$ cat src/rtl/ucode_pkg.sv
// Package: shared sizes and the default microprogram for the sequencer.
// Assumes the word layout {sel_a, sel_b, A0, A1, A2, A3, uops}, MSB first.
package ucode_pkg;

    localparam int STATE_W_D = 4;
    localparam int UOP_W_D   = 22;
    localparam int WAYS      = 4;
    localparam int DEPTH_D   = 1 << STATE_W_D;
    localparam int WORD_W_D  = 2 + WAYS * STATE_W_D + UOP_W_D;

    typedef logic [STATE_W_D-1:0] state_t;

    // Builds a default program: 0 -> 1, 1 waits for memory then goes to 2,
    // 2 returns to 0; every other state returns to 0. Each state asserts one uop bit.
    function automatic logic [DEPTH_D*WORD_W_D-1:0] default_store();
        logic [DEPTH_D*WORD_W_D-1:0] img;
        logic [WORD_W_D-1:0]         w;
        img = '0;
        for (int s = 0; s < DEPTH_D; s++) begin
            w = '0;
            w[UOP_W_D-1:0] = UOP_W_D'(1) << s;
            if (s == 0) begin
                w[WORD_W_D-3 -: WAYS*STATE_W_D] = {4{state_t'(1)}};
            end else if (s == 1) begin
                w[WORD_W_D-3 -: WAYS*STATE_W_D] = {state_t'(1), state_t'(1),
                                                   state_t'(2), state_t'(2)};
            end else begin
                w[WORD_W_D-3 -: WAYS*STATE_W_D] = '0;
            end
            img[s*WORD_W_D +: WORD_W_D] = w;
        end
        return img;
    endfunction

endpackage

$ cat src/rtl/ucode_store.sv
// Module: constant control store. Unpacks a flat parameter image into words
// and returns the word at the given address combinationally.
// Assumes the image holds DEPTH words of WORD_W bits, word 0 in the LSBs.
module ucode_store #(
    parameter int STATE_W = 4,
    parameter int WORD_W  = 40,
    localparam int DEPTH  = 1 << STATE_W,
    parameter logic [DEPTH*WORD_W-1:0] IMAGE = '0
) (
    input  logic [STATE_W-1:0] addr,
    output logic [WORD_W-1:0]  word
);

    logic [WORD_W-1:0] rom [DEPTH];

    // One constant word per state, sliced out of the image.
    for (genvar g = 0; g < DEPTH; g++) begin : g_word
        assign rom[g] = IMAGE[g*WORD_W +: WORD_W];
    end

    // Read port: asynchronous look-up by state number.
    always_comb begin
        word = rom[addr];
    end

endmodule

$ cat src/rtl/cond_mux.sv
// Module: one 2:1 condition multiplexer feeding the branch index.
// Assumes the status inputs are synchronous to the sequencer clock.
module cond_mux (
    input  logic sel,
    input  logic in0,
    input  logic in1,
    output logic pick
);

    // Pass the status bit that the control word names.
    always_comb begin
        pick = sel ? in1 : in0;
    end

endmodule

$ cat src/rtl/next_sel.sv
// Module: four-way next-state selector. Picks one of WAYS stored addresses
// using the 2-bit condition index. Field 0 sits in the MSBs of the flat input.
module next_sel #(
    parameter int STATE_W = 4,
    parameter int WAYS    = 4,
    localparam int IDX_W  = $clog2(WAYS)
) (
    input  logic [WAYS*STATE_W-1:0] fields,
    input  logic [IDX_W-1:0]        idx,
    output logic [STATE_W-1:0]      next_state
);

    logic [STATE_W-1:0] cand [WAYS];

    // Unpack the candidate addresses, A0 first from the top.
    for (genvar k = 0; k < WAYS; k++) begin : g_field
        assign cand[k] = fields[(WAYS-1-k)*STATE_W +: STATE_W];
    end

    // Choose the candidate named by the condition index.
    always_comb begin
        next_state = cand[idx];
    end

endmodule

$ cat src/rtl/horiz_useq.sv
// Module: horizontal microsequencer top. Holds the state register, reads the
// control word, steers two condition muxes and loads one of four next states.
// Assumes status inputs are stable around the rising edge and that rst_n is
// low at the first edge. Reset is synchronous, active low, to state 0.
module horiz_useq
    import ucode_pkg::*;
#(
    parameter int STATE_W = STATE_W_D,
    parameter int UOP_W   = UOP_W_D,
    localparam int NWAY   = 4,
    localparam int DEPTH  = 1 << STATE_W,
    localparam int WORD_W = 2 + NWAY * STATE_W + UOP_W,
    parameter logic [DEPTH*WORD_W-1:0] STORE = default_store()
) (
    input  logic             clk,
    input  logic             rst_n,
    input  logic             mem_wait,
    input  logic             ir_b15,
    input  logic             ir_b14,
    input  logic             acc_msb,
    output logic [UOP_W-1:0] uop
);

    logic [STATE_W-1:0]      state_q;
    logic [STATE_W-1:0]      next_state;
    logic [WORD_W-1:0]       word;
    logic                    sel_a;
    logic                    sel_b;
    logic                    cond_a;
    logic                    cond_b;
    logic [NWAY*STATE_W-1:0] fields;

    ucode_store #(
        .STATE_W (STATE_W),
        .WORD_W  (WORD_W),
        .IMAGE   (STORE)
    ) u_store (
        .addr (state_q),
        .word (word)
    );

    // Split the control word into its fixed fields.
    always_comb begin
        sel_a  = word[WORD_W-1];
        sel_b  = word[WORD_W-2];
        fields = word[WORD_W-3 -: NWAY*STATE_W];
        uop    = word[UOP_W-1:0];
    end

    cond_mux u_mux_a (
        .sel  (sel_a),
        .in0  (mem_wait),
        .in1  (ir_b15),
        .pick (cond_a)
    );

    cond_mux u_mux_b (
        .sel  (sel_b),
        .in0  (acc_msb),
        .in1  (ir_b14),
        .pick (cond_b)
    );

    next_sel #(
        .STATE_W (STATE_W),
        .WAYS    (NWAY)
    ) u_next (
        .fields     (fields),
        .idx        ({cond_a, cond_b}),
        .next_state (next_state)
    );

    // State register: direct synchronous clear, otherwise load the chosen address.
    always_ff @(posedge clk) begin
        if (!rst_n) begin
            state_q <= '0;
        end else begin
            state_q <= next_state;
        end
    end

    // any edge with reset low leaves the register at zero.
    p_reset_zero_r6: assert property (@(posedge clk)
        !rst_n |=> state_q == '0);

    // the register takes the address the selector offered.
    p_load_next_r4: assert property (@(posedge clk) disable iff (!rst_n)
        rst_n |=> state_q == $past(next_state));

    // first condition follows the named status input.
    p_mux_a_r2: assert property (@(posedge clk) disable iff (!rst_n)
        (sel_a ? cond_a == ir_b15 : cond_a == mem_wait));

    // second condition follows the named status input.
    p_mux_b_r3: assert property (@(posedge clk) disable iff (!rst_n)
        (sel_b ? cond_b == ir_b14 : cond_b == acc_msb));

    // a self-looping wait state holds while the memory is not ready.
    p_wait_hold_r5: assert property (@(posedge clk) disable iff (!rst_n)
        (!sel_a && !mem_wait && fields[NWAY*STATE_W-1 -: STATE_W] == state_q
         && fields[(NWAY-1)*STATE_W-1 -: STATE_W] == state_q)
        |=> $stable(state_q));

    // outputs move only with the state (Moore behaviour).
    p_uop_moore_r8: assert property (@(posedge clk) disable iff (!rst_n)
        rst_n && $stable(state_q) |-> $stable(uop));

endmodule

$ cat config.mk
export PLATFORM = sky130hd
export DESIGN_NAME = horiz_useq
export DESIGN_NICKNAME = d
export VERILOG_FILES = /design/src/rtl/ucode_pkg.sv /design/src/rtl/ucode_store.sv /design/src/rtl/cond_mux.sv /design/src/rtl/next_sel.sv /design/src/rtl/horiz_useq.sv
export SDC_FILE = /design/constraint.sdc
export NUM_CORES = 1
export LEC_CHECK = 0
export BUFFER_PORTS_ARGS = -buffer_cell sky130_fd_sc_hd__buf_4
export CORE_MARGIN = 10
export CORE_UTILIZATION = 45
export CTS_CLUSTER_DIAMETER = 80
export DETAILED_ROUTE_END_ITERATION = 10
export GPL_TIMING_DRIVEN = 0
export PLACE_DENSITY = 0.76
export REMOVE_ABC_BUFFERS = 1
export SYNTH_ARGS = -nofsm -noshare
export SYNTH_HDL_FRONTEND = slang
export SYNTH_HIERARCHICAL = 1
export SYNTH_SLANG_ARGS = --single-unit
$ cat constraint.sdc
create_clock -name clk -period 3.4 [get_ports clk]
set_input_delay 0.17 -clock clk [delete_from_list [all_inputs] [get_ports clk]]
set_output_delay 0.17 -clock clk [all_outputs]
set_load 0.05 [all_outputs]
# ---- Word-level counts from Yosys, hierarchy flattened
# Memory sizes are Yosys's and may differ from the RTL's.
# Index checks and enable logic that the tools add are counted.
dict set report classes {
  div_mod_pow 0
  n_mul 0
  bitwise 2
  n_eq_ne 0
  magnitude_cmp 2
  n_reduce_logical 0
  addsub 0
  shifts 0
  n_mux 7
}
# operator count
set ops {}
lappend ops {{$mux 40} 2}
lappend ops {{$bmux 4 s2} 1}
lappend ops {{$mux 4} 2}
lappend ops {{$ge 5x5->1 const B} 1}
lappend ops {{$not 4->5} 1}
lappend ops {{$ge 3x3->1 const B} 1}
lappend ops {{$not 2->3} 1}
lappend ops {{$mux 1} 2}
dict set report word_totals {
  elab_cells 13
  mem_bits_rw 0
  input_bits 6
  n_memories 1
  romBits 640
  regBits 4
  latch_bits 0
}
# name words word_bits rd rd_clocked_by_memory_dff wr line_no
set memory_table {}
lappend memory_table {{(no name shown)} 16 40 1 0 0 ucode_store.sv:23} ;# word = rom[addr];

# ---- Logic depth before layout (Yosys ltp)
# Gate-level depths: netlist of run 1.
dict set report depth {
  word_depth 9
  ltp_mapped 5
  depth_no_buf 3
}

# ---- Hierarchy
# The synthesis of run 1 kept the hierarchy.
# module area_per_inst_um2 instances seq_area_each_um2 cells_each
set by_module_without_submodules {}
lappend by_module_without_submodules {ucode_store 427.9 1 0.0 45}
lappend by_module_without_submodules {horiz_useq 105.1 1 80.1 8}
lappend by_module_without_submodules {next_sel 105.1 1 0.0 4}
lappend by_module_without_submodules {cond_mux 15.0 2 0.0 1}

# ---- Least setup slack after synthesis of run 1
# No wires, ideal clock.
dict set report synth_timing {
  path_type {register to register}
  start {register state_q[3]}
  end {register state_q[0]}
  setup_slack_ns 1.262
  arrival_ns 2.079
  path_buffers 2
  required_time_ns 3.341
  stages_incl_launch_ff 6
  cell_sequence {dfxtp_1 > buf_6 > nor4_2 > buf_4 > mux4_1 > and2_1}
}
dict set report synth_between {
  word_cells_on_any_way 10
}
# element line_no
set synth_rtl {}
lappend synth_rtl {{from (decl)} horiz_useq.sv:24} ;# logic [STATE_W-1:0] state_q;
lappend synth_rtl {{from (signal assigned)} horiz_useq.sv:78} ;# state_q <= next_state;
lappend synth_rtl {{$not 4->5 (implied by the code)} ucode_store.sv:23}
lappend synth_rtl {{$mem_v2 16x40} n/a}
lappend synth_rtl {{$mux 40 (implied by the code) (2 in a row)} ucode_store.sv:23}
lappend synth_rtl {{named net word[26]} horiz_useq.sv:26} ;# logic [WORD_W-1:0] word;
lappend synth_rtl {{$bmux 4 s2} next_sel.sv:22} ;# next_state = cand[idx];
lappend synth_rtl {{$mux 4 (implied by the code) (2 in a row)} next_sel.sv:22}
lappend synth_rtl {{named net next_state[0]} horiz_useq.sv:25} ;# logic [STATE_W-1:0] next_state;
# The timed path passes the listed nets, and every way through them passes these cells. The select of a mux whose other input is x is not followed.
# A chain may end at the register's enable or synchronous reset.

# ---- Final worst setup path of run 1
dict set report layout_timing {
  start {register state_q[0]}
  end {output uop[1]}
}
dict set report layout_between {
  elab_chain_cells 4
}
# element line_no
set layout_rtl {}
lappend layout_rtl {{$not 4->5 (implied by the code)} ucode_store.sv:23}
lappend layout_rtl {{$mem_v2 16x40} n/a}
lappend layout_rtl {{$mux 40 (implied by the code) (2 in a row)} ucode_store.sv:23}
lappend layout_rtl {{to (decl)} horiz_useq.sv:21} ;# output logic [UOP_W-1:0] uop
# No other way between the ends. The select of a mux whose other input is x is not followed.

==> key figures, run 1 <==
Clock tree
  • CTS root buffer: clkbuf_4
  • Number of buffers created by CTS: 3
  • CTS Hold Buffers Added: 0
  • TritonCTS clock tree: done
  • Clock tree buffer depth: 2
  • Clock slew at reported path FFs: 0.04 ns
  • Clk_lat worst skew: 0.23 ns
  • Clk sinks: 4
  • Total setup buffers inserted after CTS: 0
  • Post-CTS Resized: 0
  • CTS H-Tree Depth: 1

Outcome
  • Status: finished clean

Finish
  • Layout cells sized above 1: 45.2%
  • Top flop regs: state_q: 4 flops
  • Max reg flops: 4
  • Most flops, register: state_q
  • Core Util, Final: 53.1%
  • Layout fillers: between 100 and 150
  • Design area: roughly 720 um2
  • Diode count: 0
  • Final #Nets: 81
  • Syn-to-layout area delta: 7.30%

Route
  • Starting DRT DRC Count: 5
  • DRC: 0
  • Vias: around 430
  • Wire per inst: 13.7 um
  • Routed wire length: roughly 1200 um
  • ANT nets after route: 0
  • Drt via density: 4.85
  • Drt pass-1 iters: 4

Setup path
  • FF-to-FF End: state_q[1]
  • Reg2reg start: state_q[2]
  • Reg2Reg Setup Slack: ~1.8 ns
  • CP required: between 3 and 4 ns
  • Crit-path max FO: 16
  • Crit Path Class: register to output pin
  • Critical path arrival: 1.46 ns
  • Setup crit end kind: output pin
  • R2R cell count: 3
  • Startpoint types: register

Synth
  • Ys async rst share: 0%
  • EDFF count, synth: 0
  • Post-Synthesis Cells: 59
  • Area leader, netlist: buf_4
  • Unique masters post-synth: 15
  • Ys Warns: 6
  • Yosys top cell area share: 27.0%
  • Netlist Area Pre-Place: roughly 670 um2
  • Post-synthesis sequential area ratio: 12.0%
  • Syn avg cell area: about 11 um2
  • Prevailing post-synth register cell: dfxtp_1
  • Area contributors post-synth: buf_4, mux4_1, dfxtp_1
  • Flops & latches, synth: 4
  • Count leader, synth: buf_4

Worst hold path
  • Worst Hold Class: primary input to register
  • WHS Endpoint: state_q[0]
  • Min-Delay Path Depth: 2
  • Hold Startpoint: rst_n

Job
  • Max capacitance violation total: 0

Power
  • Leakage: 0.364 nW
  • PwrDens: 343 nW/um2
  • Maximum VDD drop: between 0.0001 and 0.00015 V

Floorplan
  • I/O Pins: 28
  • Core Rows: 13
  • Die ar.: 3430 um2
  • Initial Util: 49.5%
  • Die H: 58.5 um
  • Core footprint: 1350 um2
  • Die width: roughly 60 um

Timing
  • Final hold violations: 0
  • F_max: 614 MHz
  • RSZ-0062 raised after global routing: no
  • # setup viols final: 0
  • Fin crit share: 47.9%
  • Crit path time final: 1.63 ns
  • Setup TNS Final: 0 ns
  • Final Slew Violations: 0
  • Worst slew pin tran: 0.567 ns
  • Slew HR: 62.1%
  • Clock skew: 0.000274 ns

Global routing
  • Grt ovf: 0
  • Vias in the first global route: around 440
  • First-pass GRT wire length: 2010 um
  • Antenna violations before repair: 0
  • Pin count of the biggest net entering global routing: 18
  • Total track usage: under 10%

Placement
  • Post-detail-place hpwl: between 900 and 1000 um
  • Final GP Congestion: 0.656
  • PortBufs: 21
  • Area after DPL: 694 um2
[power breakdown]
part	total, W	switching [W]	internal, W
registers	0.0000745	0.0000220	0.0000524
clock network	0.0000575	0.0000181	0.0000394
logic	0.000114	0.0000671	0.0000469
[cells in the final DEF, fill, tap and decap left out, types with 2 or more instances in the layout]
cell type	count
and2_1	4
dfxtp_1	4
nor4b_2	3
clkbuf_4	3
mux4_1	4
and4b_1	4
conb_1	18
mux2_4	2
and4bb_1	4
and4bb_2	2
buf_4	21
[critical path, cell delays in order (launching register included)]
cell,delay [ns]
dfxtp_1,0.63
nor4b_2,0.34
buf_4,0.26
[layer usage]
metal / global-route usage, % / vias to the layer above / share of wire (%)
li1: - / 211 / -
met2: 13.1 / 18 / 53
met5: 0 / - / 0
met1: 6.66 / 198 / 34
met4: 3.02 / 0 / 0
met3: 4.51 / 0 / 12
[worst max path at each step]
stage | startpoint | end | slack, ns | cells after the start
final | state_q[0] | uop[1] | 1.77 | 2
after global routing | state_q[0] | uop[1] | 1.59 | 2
after CTS | state_q[0] | uop[1] | 1.74 | 2
after detailed placement | state_q[3] | state_q[1] | 1.82 | 3
after global placement | state_q[3] | state_q[1] | 1.87 | 3
after floorplan | state_q[0] | state_q[1] | 1.24 | 3
[stage by stage]
stage	setup slack (ns)	hold slack, ns	instances	total power [W]
6_report	1.77	0.171	88	0.000246
3_3_place_gp	1.87	0.401	85	0.000187
3_5_place_dp	1.82	0.408	85	0.000189
2_1_floorplan	1.24	0.292	49	0.000160
5_1_grt	1.59	0.165	88	0.000264
4_1_cts	1.74	0.163	88	0.000250
[cells by family after synthesis]
kind of cell,share of synthesized area (%)
buf+inv,32.0
flops,12.0
mux,20.2
other cells,0.561
simple gates,35.2
[layout make-up]
| type | instances | area (um2) | area share, % |
|---|---|---|---|
| Multi-Input combinational cell | 45 | 438 | 61.1 |
| Timing Repair Buffer | 21 | 158 | 22.0 |
| Sequential cell | 4 | 80.1 | 11.2 |
| Clock buffer | 3 | 22.5 | 3.14 |
| Tap cell | 15 | 18.8 | 2.62 |
(Power assumes the default switching activity.)
==> run 2: changes to the inputs <==
- CORE_UTILIZATION: 45 -> 42
- PLACE_DENSITY: 0.76 -> 0.74
- clock period: 3.4 -> 1.4 ns (I/O delays scaled with it)
==> run 2 against run 1 <==
Compared with the run above: critical path depth is 1 higher; cell count is 1.1% higher; register-to-register slack worse by 1.8 ns; die area is 4.7% higher; critical path type is now register to register.
==> key figures, run 2 (same netlist as run 1, synthesis figures left out) <==
Outcome
  • Status: finished clean

Route
  • Vias: between 400 and 500
  • ANT nets after route: 0
  • DRC: 0
  • Routed wire length: 1140 um
  • Starting DRT DRC Count: 6
  • Drt pass-1 iters: 2
  • Wire per inst: approximately 13 um
  • Drt via density: 4.72

Timing
  • Post-route setup slack: 0.0478 ns
  • Crit path time final: between 1 and 1.5 ns
  • F_max: 740 MHz
  • Fin crit share: 96.6%
  • Final Slew Violations: 0
  • RSZ-0062 raised after global routing: no
  • # setup viols final: 0
  • Clock skew: 0.00345 ns
  • Final hold violations: 0

Setup path
  • CP top delay family: multiplexers
  • Cell Chain, Critical Path: nor4b_2 -> mux4_1 -> and2_1
  • Crit Path Class: register to register
  • Slowest stage delay, CP: 0.49 ns
  • CP required: 1.52 ns
  • Buf/Inv on CP: 0
  • Slowest-stage cell, CP: mux4_1
  • Critical path arrival: 1.47 ns
  • Crit-path max FO: 16
  • Startpoint types: register
  • Setup crit end kind: register

Clock tree
  • Clk_lat worst skew: 0.23 ns
  • CTS Hold Buffers Added: 0
  • Clock tree buffer depth: 2
  • Clock slew at reported path FFs: 0.03 ns
  • Clk sinks: 4
  • TritonCTS clock tree: done
  • Number of buffers created by CTS: 3
  • CTS H-Tree Depth: 1
  • CTS root buffer: clkbuf_4

Power
  • Total power: 0.000606 W
  • PwrDens: 817 nW/um2
  • Leakage: 0.369 nW
  • Switching power: 0.000263 W
  • Power share of the clock group: 22.6%
  • Maximum VDD drop: a little over 0.0003 V
  • Internal power: roughly 0.00034 W
  • Reg power frac: between 30 and 40%
  • Sw Share: a little over two fifths
  • Combinational Power Share: 46.3%

Floorplan
  • Die ar.: roughly 3600 um2
  • Die width: 59.9 um
  • Initial Util: approximately 44%
  • I/O Pins: 28
  • Core footprint: 1510 um2
  • Core Rows: 14
  • Die H: 59.9 um

Global routing
  • Vias in the first global route: 401
  • Antenna violations before repair: 0
  • First-pass GRT wire length: 1810 um
  • Pin count of the biggest net entering global routing: 18
  • Grt ovf: 0
  • Total track usage: between 6 and 7%

Finish
  • Layout fillers: between 100 and 150
  • Commonest non-fill, non-tap cells in the layout: buf_4, conb_1
  • Diode count: 0
  • Top flop regs: state_q: 4 flops
  • Most common cell after layout, fill and taps aside: buf_4
  • Final #Nets: 81
  • Core Util, Final: 49.3%
  • Layout cells sized above 1: 50.7%
  • Design area: 742 um2
  • Most flops, register: state_q
  • Max reg flops: 4
  • Syn-to-layout area delta: 11.0%

Placement
  • Place WS: -0.209 ns
  • PortBufs: 21
  • Area after DPL: slightly below 700 um2
  • Final GP Congestion: 0.658
  • Post-detail-place hpwl: 911 um

Worst hold path
  • Worst Hold Class: primary input to register

Job
  • Max capacitance violation total: 0
run 2: final timing paths:
path | startpoint | endpoint | slack (ns) | cells past startpoint
setup / recovery | state_q[0] | state_q[1] | 0.05 | 3
hold / removal | rst_n | state_q[1] | 0.06 | 2
setup reg to reg | state_q[0] | state_q[1] | 0.05 | 3
hold reg to reg | state_q[2] | state_q[0] | 0.95 | 3
run 2: power groups by stage:
stage | Combinational [W] | Sequential (W) | Clock (W)
floorplan | 0.000218 | 0.000169 | 0
global placement | 0.000273 | 0.000181 | 0
detailed placement | 0.000278 | 0.000183 | 0
CTS | 0.000278 | 0.000184 | 0.000145
global route | 0.000298 | 0.000196 | 0.000150
finish | 0.000281 | 0.000189 | 0.000137
run 2: stage by stage:
stage	TNS, ns	hold slack, ns	std cells
after floorplan	-2.28	0.192	49
after global placement	-0.284	0.295	86
after detailed placement	-0.398	0.302	86
after CTS	0	0.0599	89
after global routing	0	0.0628	89
final	0	0.0644	89
run 2: what timing repair did:
action | 4_1_cts | 5_1_grt
setup endpoints to repair | 18 | 4
resized for setup | 5 | 4
buffers inserted | 0 | 0
run 2: worst register-to-register path, cell delays in order (launching register included):
cell,delay (ns)
dfxtp_4,0.39
nor4b_2,0.19
mux4_1,0.49
and2_1,0.17
run 2: routing by layer:
metal  track usage (%)  up-vias  wire, um
li1                  -      213         -
met1              8.16      182       522
met2              8.24       21       495
met3              2.97        4       102
met4              4.81        0        19
met5                 0        -         0
run 2: cell type report:
class | instances | area [um2] | share of cell area (%)
Timing Repair Buffer | 21 | 158 | 21.2
Clock buffer | 3 | 22.5 | 3.04
Sequential cell | 4 | 95.1 | 12.8
Tap cell | 16 | 20.0 | 2.70
Multi-Input combinational cell | 45 | 447 | 60.2
